===== src/rtl/pause_gate_pkg.sv =====
package pause_gate_pkg;
  localparam int DEF_TIME_W       = 16;
  localparam int DEF_QUANTUM_BITS = 512;

  typedef enum logic [1:0] {
    CMD_NONE  = 2'd0,
    CMD_LOAD  = 2'd1,
    CMD_CLEAR = 2'd2
  } timer_cmd_e;
endpackage


===== src/rtl/pause_frame_tracker.sv =====
module pause_frame_tracker (
  input  logic clk,
  input  logic rst,
  input  logic tx_start,
  input  logic tx_end,
  output logic frame_busy
);
  always_ff @(posedge clk) begin
    if (rst)           frame_busy <= 1'b0;
    else if (tx_start) frame_busy <= 1'b1;
    else if (tx_end)   frame_busy <= 1'b0;
  end

  // a frame start is seen as busy in the following cycle
  a_r6_busy_after_start: assert property (@(posedge clk) disable iff (rst)
    tx_start |=> frame_busy);
endmodule


===== src/rtl/pause_quanta_timer.sv =====
module pause_quanta_timer
  import pause_gate_pkg::*;
#(
  parameter int TIME_W       = DEF_TIME_W,
  parameter int QUANTUM_BITS = DEF_QUANTUM_BITS
) (
  input  logic              clk,
  input  logic              rst,
  input  timer_cmd_e        cmd,
  input  logic [TIME_W-1:0] load_val,
  input  logic              count_en,
  input  logic              bit_tick,
  output logic              active
);
  localparam int PRE_W = (QUANTUM_BITS > 1) ? $clog2(QUANTUM_BITS) : 1;
  localparam logic [PRE_W-1:0] PRE_LAST = PRE_W'(QUANTUM_BITS - 1);

  logic [PRE_W-1:0]  bit_cnt;
  logic [TIME_W-1:0] quanta;
  logic              step;
  logic              wrap;

  assign step = active && count_en && bit_tick;
  assign wrap = step && (bit_cnt == PRE_LAST);

  always_ff @(posedge clk) begin
    if (rst || cmd == CMD_CLEAR) begin
      active  <= 1'b0;
      quanta  <= '0;
      bit_cnt <= '0;
    end else if (cmd == CMD_LOAD) begin
      active  <= (load_val != '0);
      quanta  <= load_val;
      bit_cnt <= '0;
    end else if (step) begin
      bit_cnt <= wrap ? '0 : bit_cnt + 1'b1;
      if (wrap) begin
        quanta <= quanta - 1'b1;
        if (quanta == TIME_W'(1)) active <= 1'b0;
      end
    end
  end

  // a load places the new value in the counter
  a_r5_reload_value: assert property (@(posedge clk) disable iff (rst)
    (cmd == CMD_LOAD) |=> (quanta == $past(load_val)) && (bit_cnt == '0));
  // a zero load leaves the pause inactive
  a_r4_zero_ends: assert property (@(posedge clk) disable iff (rst)
    (cmd == CMD_LOAD && load_val == '0) |=> !active);
  // while counting is held, the remaining time does not move
  a_r6_hold_frozen: assert property (@(posedge clk) disable iff (rst)
    (cmd == CMD_NONE && !count_en) |=> $stable(quanta) && $stable(bit_cnt));
endmodule


===== src/rtl/pause_tx_gate.sv =====
module pause_tx_gate
  import pause_gate_pkg::*;
#(
  parameter int TIME_W       = DEF_TIME_W,
  parameter int QUANTUM_BITS = DEF_QUANTUM_BITS
) (
  input  logic              clk,
  input  logic              rst,
  input  logic              pause_valid,
  input  logic [TIME_W-1:0] pause_time,
  input  logic              full_duplex,
  input  logic              tx_start,
  input  logic              tx_end,
  input  logic              bit_tick,
  input  logic              irq_en,
  output logic              tx_permit,
  output logic              pause_active,
  output logic              pause_irq
);
  timer_cmd_e cmd;
  logic       frame_busy;
  logic       take;

  assign take = pause_valid && full_duplex;

  always_comb begin
    if (!full_duplex) cmd = CMD_CLEAR;
    else if (take)    cmd = CMD_LOAD;
    else              cmd = CMD_NONE;
  end

  pause_frame_tracker u_track (
    .clk        (clk),
    .rst        (rst),
    .tx_start   (tx_start),
    .tx_end     (tx_end),
    .frame_busy (frame_busy)
  );

  pause_quanta_timer #(
    .TIME_W       (TIME_W),
    .QUANTUM_BITS (QUANTUM_BITS)
  ) u_timer (
    .clk      (clk),
    .rst      (rst),
    .cmd      (cmd),
    .load_val (pause_time),
    .count_en (!frame_busy),
    .bit_tick (bit_tick),
    .active   (pause_active)
  );

  assign tx_permit = !pause_active;

  always_ff @(posedge clk) begin
    if (rst) pause_irq <= 1'b0;
    else     pause_irq <= take && irq_en;
  end

  // outside full duplex the pause is never active
  a_r8_half_duplex_clear: assert property (@(posedge clk) disable iff (rst)
    !full_duplex |=> !pause_active);
  // the interrupt only follows a request received in full duplex
  a_r9_irq_source: assert property (@(posedge clk) disable iff (rst)
    pause_irq |-> $past(pause_valid && full_duplex && irq_en));
  // a non-zero request blocks new frames in the next cycle
  a_r2_block_next: assert property (@(posedge clk) disable iff (rst)
    (pause_valid && full_duplex && pause_time != '0) |=> !tx_permit);
endmodule


===== config.mk =====
export PLATFORM = sky130hd
export DESIGN_NAME = pause_tx_gate
export DESIGN_NICKNAME = d
export VERILOG_FILES = /design/src/rtl/pause_gate_pkg.sv /design/src/rtl/pause_frame_tracker.sv /design/src/rtl/pause_quanta_timer.sv /design/src/rtl/pause_tx_gate.sv
export SDC_FILE = /design/constraint.sdc
export NUM_CORES = 1
export LEC_CHECK = 0
export ABC_AREA = 1
export BUFFER_PORTS_ARGS = -buffer_cell sky130_fd_sc_hd__buf_2
export CAP_MARGIN = 0
export CORE_MARGIN = 5
export CORE_UTILIZATION = 33
export CTS_BUF_LIST = sky130_fd_sc_hd__clkbuf_16
export DETAILED_ROUTE_END_ITERATION = 12
export GPL_ROUTABILITY_DRIVEN = 0
export PLACE_DENSITY = 0.62
export SLEW_MARGIN = 20
export SYNTH_ARGS = -nofsm -noshare
export SYNTH_HDL_FRONTEND = slang
export SYNTH_SLANG_ARGS = --single-unit

===== constraint.sdc =====
create_clock -name clk -period 2.9 [get_ports clk]
set_clock_uncertainty 0.15 [all_clocks]
set_input_delay 0.145 -clock clk [delete_from_list [all_inputs] [get_ports clk]]
set_output_delay 0.145 -clock clk [all_outputs]
set_load 0.05 [all_outputs]

# After elaboration in Yosys (flattened, before gate mapping)

Cells that the tools add are included.

Register bits after elaboration: 28
Input bits: 24
Word-level logic and storage cells: 39
Output and inout bits: 3

Equality and inequality tests: 4
Add/sub/neg operators: 2
Multiplexer cells: 12
Reduce and logical (&&, ||, !) cells: 16

Operator list:

| kind                                                 | number |
|---|---|
| two-way mux 16 bit                                   | 3 |
| equality test 16 x 1 -> 1 bit, second input constant | 1 |
| nonzero test 16 bit                                  | 1 |
| subtractor 16 x 1 -> 16 bit, second input constant   | 1 |
| adder 9 x 1 -> 9 bit, second input constant          | 1 |
| equality test 9 bit, second input constant           | 1 |
| two-way mux 9 bit                                    | 1 |
| nonzero test 2 bit                                   | 4 |
| two-way mux 1 bit                                    | 7 |
| logical AND 1 bit                                    | 5 |
| AND reduction 3 bit                                  | 1 |
| equality test 2 x 1 -> 1 bit, second input constant  | 1 |
| equality test 2 bit, second input constant           | 1 |
| logical NOT 1 bit                                    | 2 |
| two-way mux 2 bit                                    | 1 |
| AND reduction 2 bit                                  | 1 |
| OR reduction 2 bit                                   | 1 |
| logical OR 1 bit                                     | 1 |

# Logic depth before layout (Yosys ltp)

Depth in word-level cells: 7
Gate-level depth with buffers: 11
Mapped depth without buffers: 11

# By module

A second synthesis with hierarchy kept.

Cell total of the unflattened synthesis: 272
Area, all modules: 1,771.7 µm²

Modules (own cells, without submodules):

| module              | seq. area each (µm²) | instances | area each (µm²) | cells an instance |
|---|---|---|---|---|
| pause_quanta_timer  | 520.5                | 1         | 1,681.6         | 258 |
| pause_tx_gate       | 20.0                 | 1         | 50.0            | 9 |
| pause_frame_tracker | 20.0                 | 1         | 40.0            | 5 |

# Least setup slack after synthesis

OpenSTA, ideal clock, no wires.

Path kind: reg2reg
Start point: reg u_timer.bit_cnt[0]
End point: reg u_timer.quanta[6]
Buffers on the path: 0
Required time: 2,622 ps
Period minus slack after synthesis: 1,837 ps
Slack: 1,063 ps
Arrival time: 1,559 ps
Setup time: 128 ps
Stages on the path, launching flop included: 12
Path through: dfxtp_1 ha_1 nand3_1 nor4_1 ha_1 nand2_4 nand2_4 inv_1 nand2_1 nand2_1 a21oi_1 nor2_1

Word-level cells in the longest chain between the ends: 4

Ends and longest elaborated chain:

| what                                 | line                     | source |
|---|---|---|
| start, declared                      | pause_quanta_timer.sv:18 | `logic [PRE_W-1:0] bit_cnt;` |
| start signal, assigned               | pause_quanta_timer.sv:36 | `bit_cnt <= wrap ? '0 : bit_cnt + 1'b1;` |
| equality test 9 bit                  | pause_quanta_timer.sv:24 | `assign wrap = step && (bit_cnt == PRE_LAST);` |
| logical AND 1 bit                    | pause_quanta_timer.sv:24 |  |
| nonzero test 2 bit (no source line)  | -                        |  |
| AND reduction 2 bit (no source line) | -                        |  |
| end signal, assigned                 | pause_quanta_timer.sv:33 | `quanta <= load_val;` |
| end signal, assigned                 | pause_quanta_timer.sv:38 | `quanta <= quanta - 1'b1;` |
| end, declared                        | pause_quanta_timer.sv:19 | `logic [TIME_W-1:0] quanta;` |

No other way between the ends.
A chain may end at the register's enable or synchronous reset.

# Worst setup path after layout

Same ends and word-level chain as after synthesis.

==> flow_summary_export.csv <==
group,metric,value,unit
outcome,outcome,"finished, final reports clean",
logic_synthesis,synth_ff_type,"dfxtp_1",
sta,setup_slack,0.792,ns
logic_synthesis,yosysMostFrequentCell,"nand2_1",
logic_synthesis,netlist_top_cells_area,"dfxtp_1 33%, nand2_1 15%, nor2_1 10%",
sta,post-route-period-util,72.7,%
placement,dp.cells,358,
logic_synthesis,synth_commonest_cells,"66 x nand2_1, 46 x nor2_1, 33 x inv_1",
floorplanning,start_util,33.4,%
pwr,leakagePower,0.905,nW
floorplanning,die_x,81.4,µm
worst_setup_path,crit_arrival,2.10,ns
sta,max_freq,474,MHz
detailed_routing,wl_met2,1830,µm
worst_setup_path,worstSetupPathType,"reg2reg",
logic_synthesis,yosys.area.top_type_share,33.3,%
layout,post-route-util,39.8,%
clocking,clk_pin_slew,0.07,ns
clocking,clock-sinks,28,
worst_setup_path,crit_chain,"ha_1 -> nand3_1 -> nor4_1 -> ha_1 -> nand2_4 -> nand2_4 -> inv_1 -> nand2_1 -> nand2_1 -> a21oi_1 -> nor2_1",
detailed_routing,routed_wl,4090,µm
sta,rsz0062_at_grt,"no",
placement,portBuffers,26,
worst_setup_path,cp_top_family,"simple AND/OR/NAND/NOR gates",
logic_synthesis,yosys_warnings,0,
global_routing,grt_usage,13.6,%
logic_synthesis,syn-num-nets,294,
worst_setup_path,critPathSlowestCell,"dfxtp_1",
floorplanning,rows,26,
global_routing,grt_overflow_total,0,
clocking,postCtsSetupBuffers,0,
logic_synthesis,synthArstFlopShare,0,%
detailed_routing,wl_met1,1960,µm
floorplanning,fp.dieArea,0.00663,mm²
worst_setup_path,worst_setup_path_end_kind,"flip-flop",
detailed_routing,highest_layer,"met4",
floorplanning,ioPinCount,27,
pwr,finalPower,0.950,mW
worst_setup_path,cp-start-kind,"flip-flop",
detailed_routing,dr_total_vias,1676,
placement,place_ws,0.786,ns
logic_synthesis,synthCells,266,
logic_synthesis,synth.distinct_cells,31,
layout,stdcell_count,365,
layout,areaGrowthSynthToFinish,19.2,%
detailed_routing,vias_per_cell,4.59,
clocking,numCtsBuffers,3,
logic_synthesis,netlist_area,0.00168,mm²
logic_synthesis,synth.largest_area_cell,"dfxtp_1",
clocking,clockRootBuffer,"clkbuf_16",
layout,drive_above_1_share,13.6,%
floorplanning,die_y,81.4,µm
sta,drv_slew,0,
floorplanning,coreArea,0.00504,mm²
sta,final_hold_viol_count,0,
pwr,max-vdd-ir-drop,0.307,mV
sta,fin_tns_setup,0,ns
sta,max_slew.worst_pin.slew,0.609,ns
layout,nets,324,
sta,period_minus_slack,2.11,ns
worst_setup_path,path_buf_inv,1,
sta,final-setup-viol-count,0,
clocking,htreeDepth,1,
run,maxCapViolations,0,
detailed_routing,wl_per_cell,11.2,µm
logic_synthesis,synth_edf_count,0,
detailed_routing,dr.pass1.iters,5,
placement,hpwl,3130,µm
layout,antenna_cells,0,
detailed_routing,wl_met3,211,µm
global_routing,grt_pass1_wl,7030,µm
clocking,clockBufferDepth,2,
detailed_routing,drt-initial-drc-count,120,
global_routing,grt_antenna_before_repair,0,
hold_path,min_path_type,"in2reg",
clocking,cts_tree,"done",
worst_setup_path,cp_max_fo,9,
clocking,clkLatencyLatePin,0.27,ns
global_routing,grt_start_max_net_pins,17,
logic_synthesis,synth-seq-area-share,33.3,%
pwr,power_density,473,mW/mm²
sta,slew_headroom,59.4,%
detailed_routing,drcViolationCount,0,
worst_setup_path,critPathRequiredTime,2.89,ns
logic_synthesis,ys_ff_latch,28,
logic_synthesis,synth.avg_cell_area,6.33,µm²
worst_setup_path,max_stage_delay,0.37,ns
global_routing,grt_pass1_vias,1586,
clocking,cts_resized,0,
detailed_routing,ant_nets,0,
## sequential cells by signal, summed over array words and instances (netlist names)
signal              flops
u_timer.quanta         16
u_timer.bit_cnt         9
pause_irq               1
u_track.frame_busy      1
u_timer.active          1
## layout make-up
cell class	count	area (µm²)
inverter	34	128
multi-input combinational	199	960
clock buffer	3	75.1
fill	543	3030
sequential	28	561
timing repair buffer	30	168
tap	70	87.6
clock inverter	1	30.0
## layout by cell type (no fill, tap or decap), types with 3 or more instances in the layout
| master | netlist | final |
|---|---|---|
| a31oi_1 | 3 | 3 |
| ha_1 | 4 | 4 |
| nand2_1 | 66 | 66 |
| nand3_1 | 18 | 18 |
| nand4_1 | 4 | 4 |
| dfxtp_1 | 28 | 28 |
| clkbuf_16 | 0 | 3 |
| nor3_1 | 5 | 5 |
| nor2_1 | 46 | 46 |
| dlygate4sd3_1 | 0 | 3 |
| inv_1 | 33 | 33 |
| a21oi_1 | 19 | 19 |
| o21ai_0 | 12 | 12 |
| xor2_1 | 4 | 4 |
| nand2_2 | 3 | 3 |
| buf_2 | 1 | 26 |
## power by group
part | switching (mW) | internal (mW) | total, mW
sequential | 0.00661 | 0.391 | 0.398
combinational | 0.0823 | 0.0487 | 0.131
clock | 0.146 | 0.275 | 0.421
## tightest hold or removal path, stage by stage
cell and delay (ns):
buf_2 0.10, nand2_1 0.06, a31oi_1 0.07
## stage by stage
stage          hold slack, ns  cell area [µm²]
5_1_grt               0.00956             2010
3_5_place_dp            0.189             1870
3_3_place_gp            0.191             1870
6_report              0.00598             2010
4_1_cts               0.00803             2010
2_1_floorplan          0.0666             1680
## logic make-up after synthesis
logic type	synth area share [%]
flip-flops	33.3
buffers and inverters	9.73
AND/OR/NAND/NOR	39.0
AO/OA/AOI/OAI	12.4
adder cells (fa/ha/maj)	2.97
XOR/XNOR	2.60
## metal layers
metal | track usage, % | vias up
met2 | 21.8 | 44
met3 | 1.86 | 7
met4 | 5.91 | 0
met5 | 0 | -
met1 | 18.2 | 717
li1 | - | 908
## worst paths after layout
| path | startpoint | to | slack [ns] | cells past startpoint |
|---|---|---|---|---|
| setup / recovery | u_timer.bit_cnt[0] | u_timer.quanta[6] | 0.79 | 11 |
| hold / removal | pause_time[0] | u_timer.quanta[0] | 0.006 | 3 |
| setup reg to reg | u_timer.bit_cnt[0] | u_timer.quanta[6] | 0.79 | 11 |
| hold reg to reg | u_timer.bit_cnt[4] | u_timer.bit_cnt[4] | 0.30 | 2 |
## timing repair
item | in CTS | in global routing
endpoints found under the hold margin | 2 | 0
hold buffers | 3 | 0
endpoints found under the setup margin | 0 | 0
No activity file was read; power rests on OpenSTA's default activity.
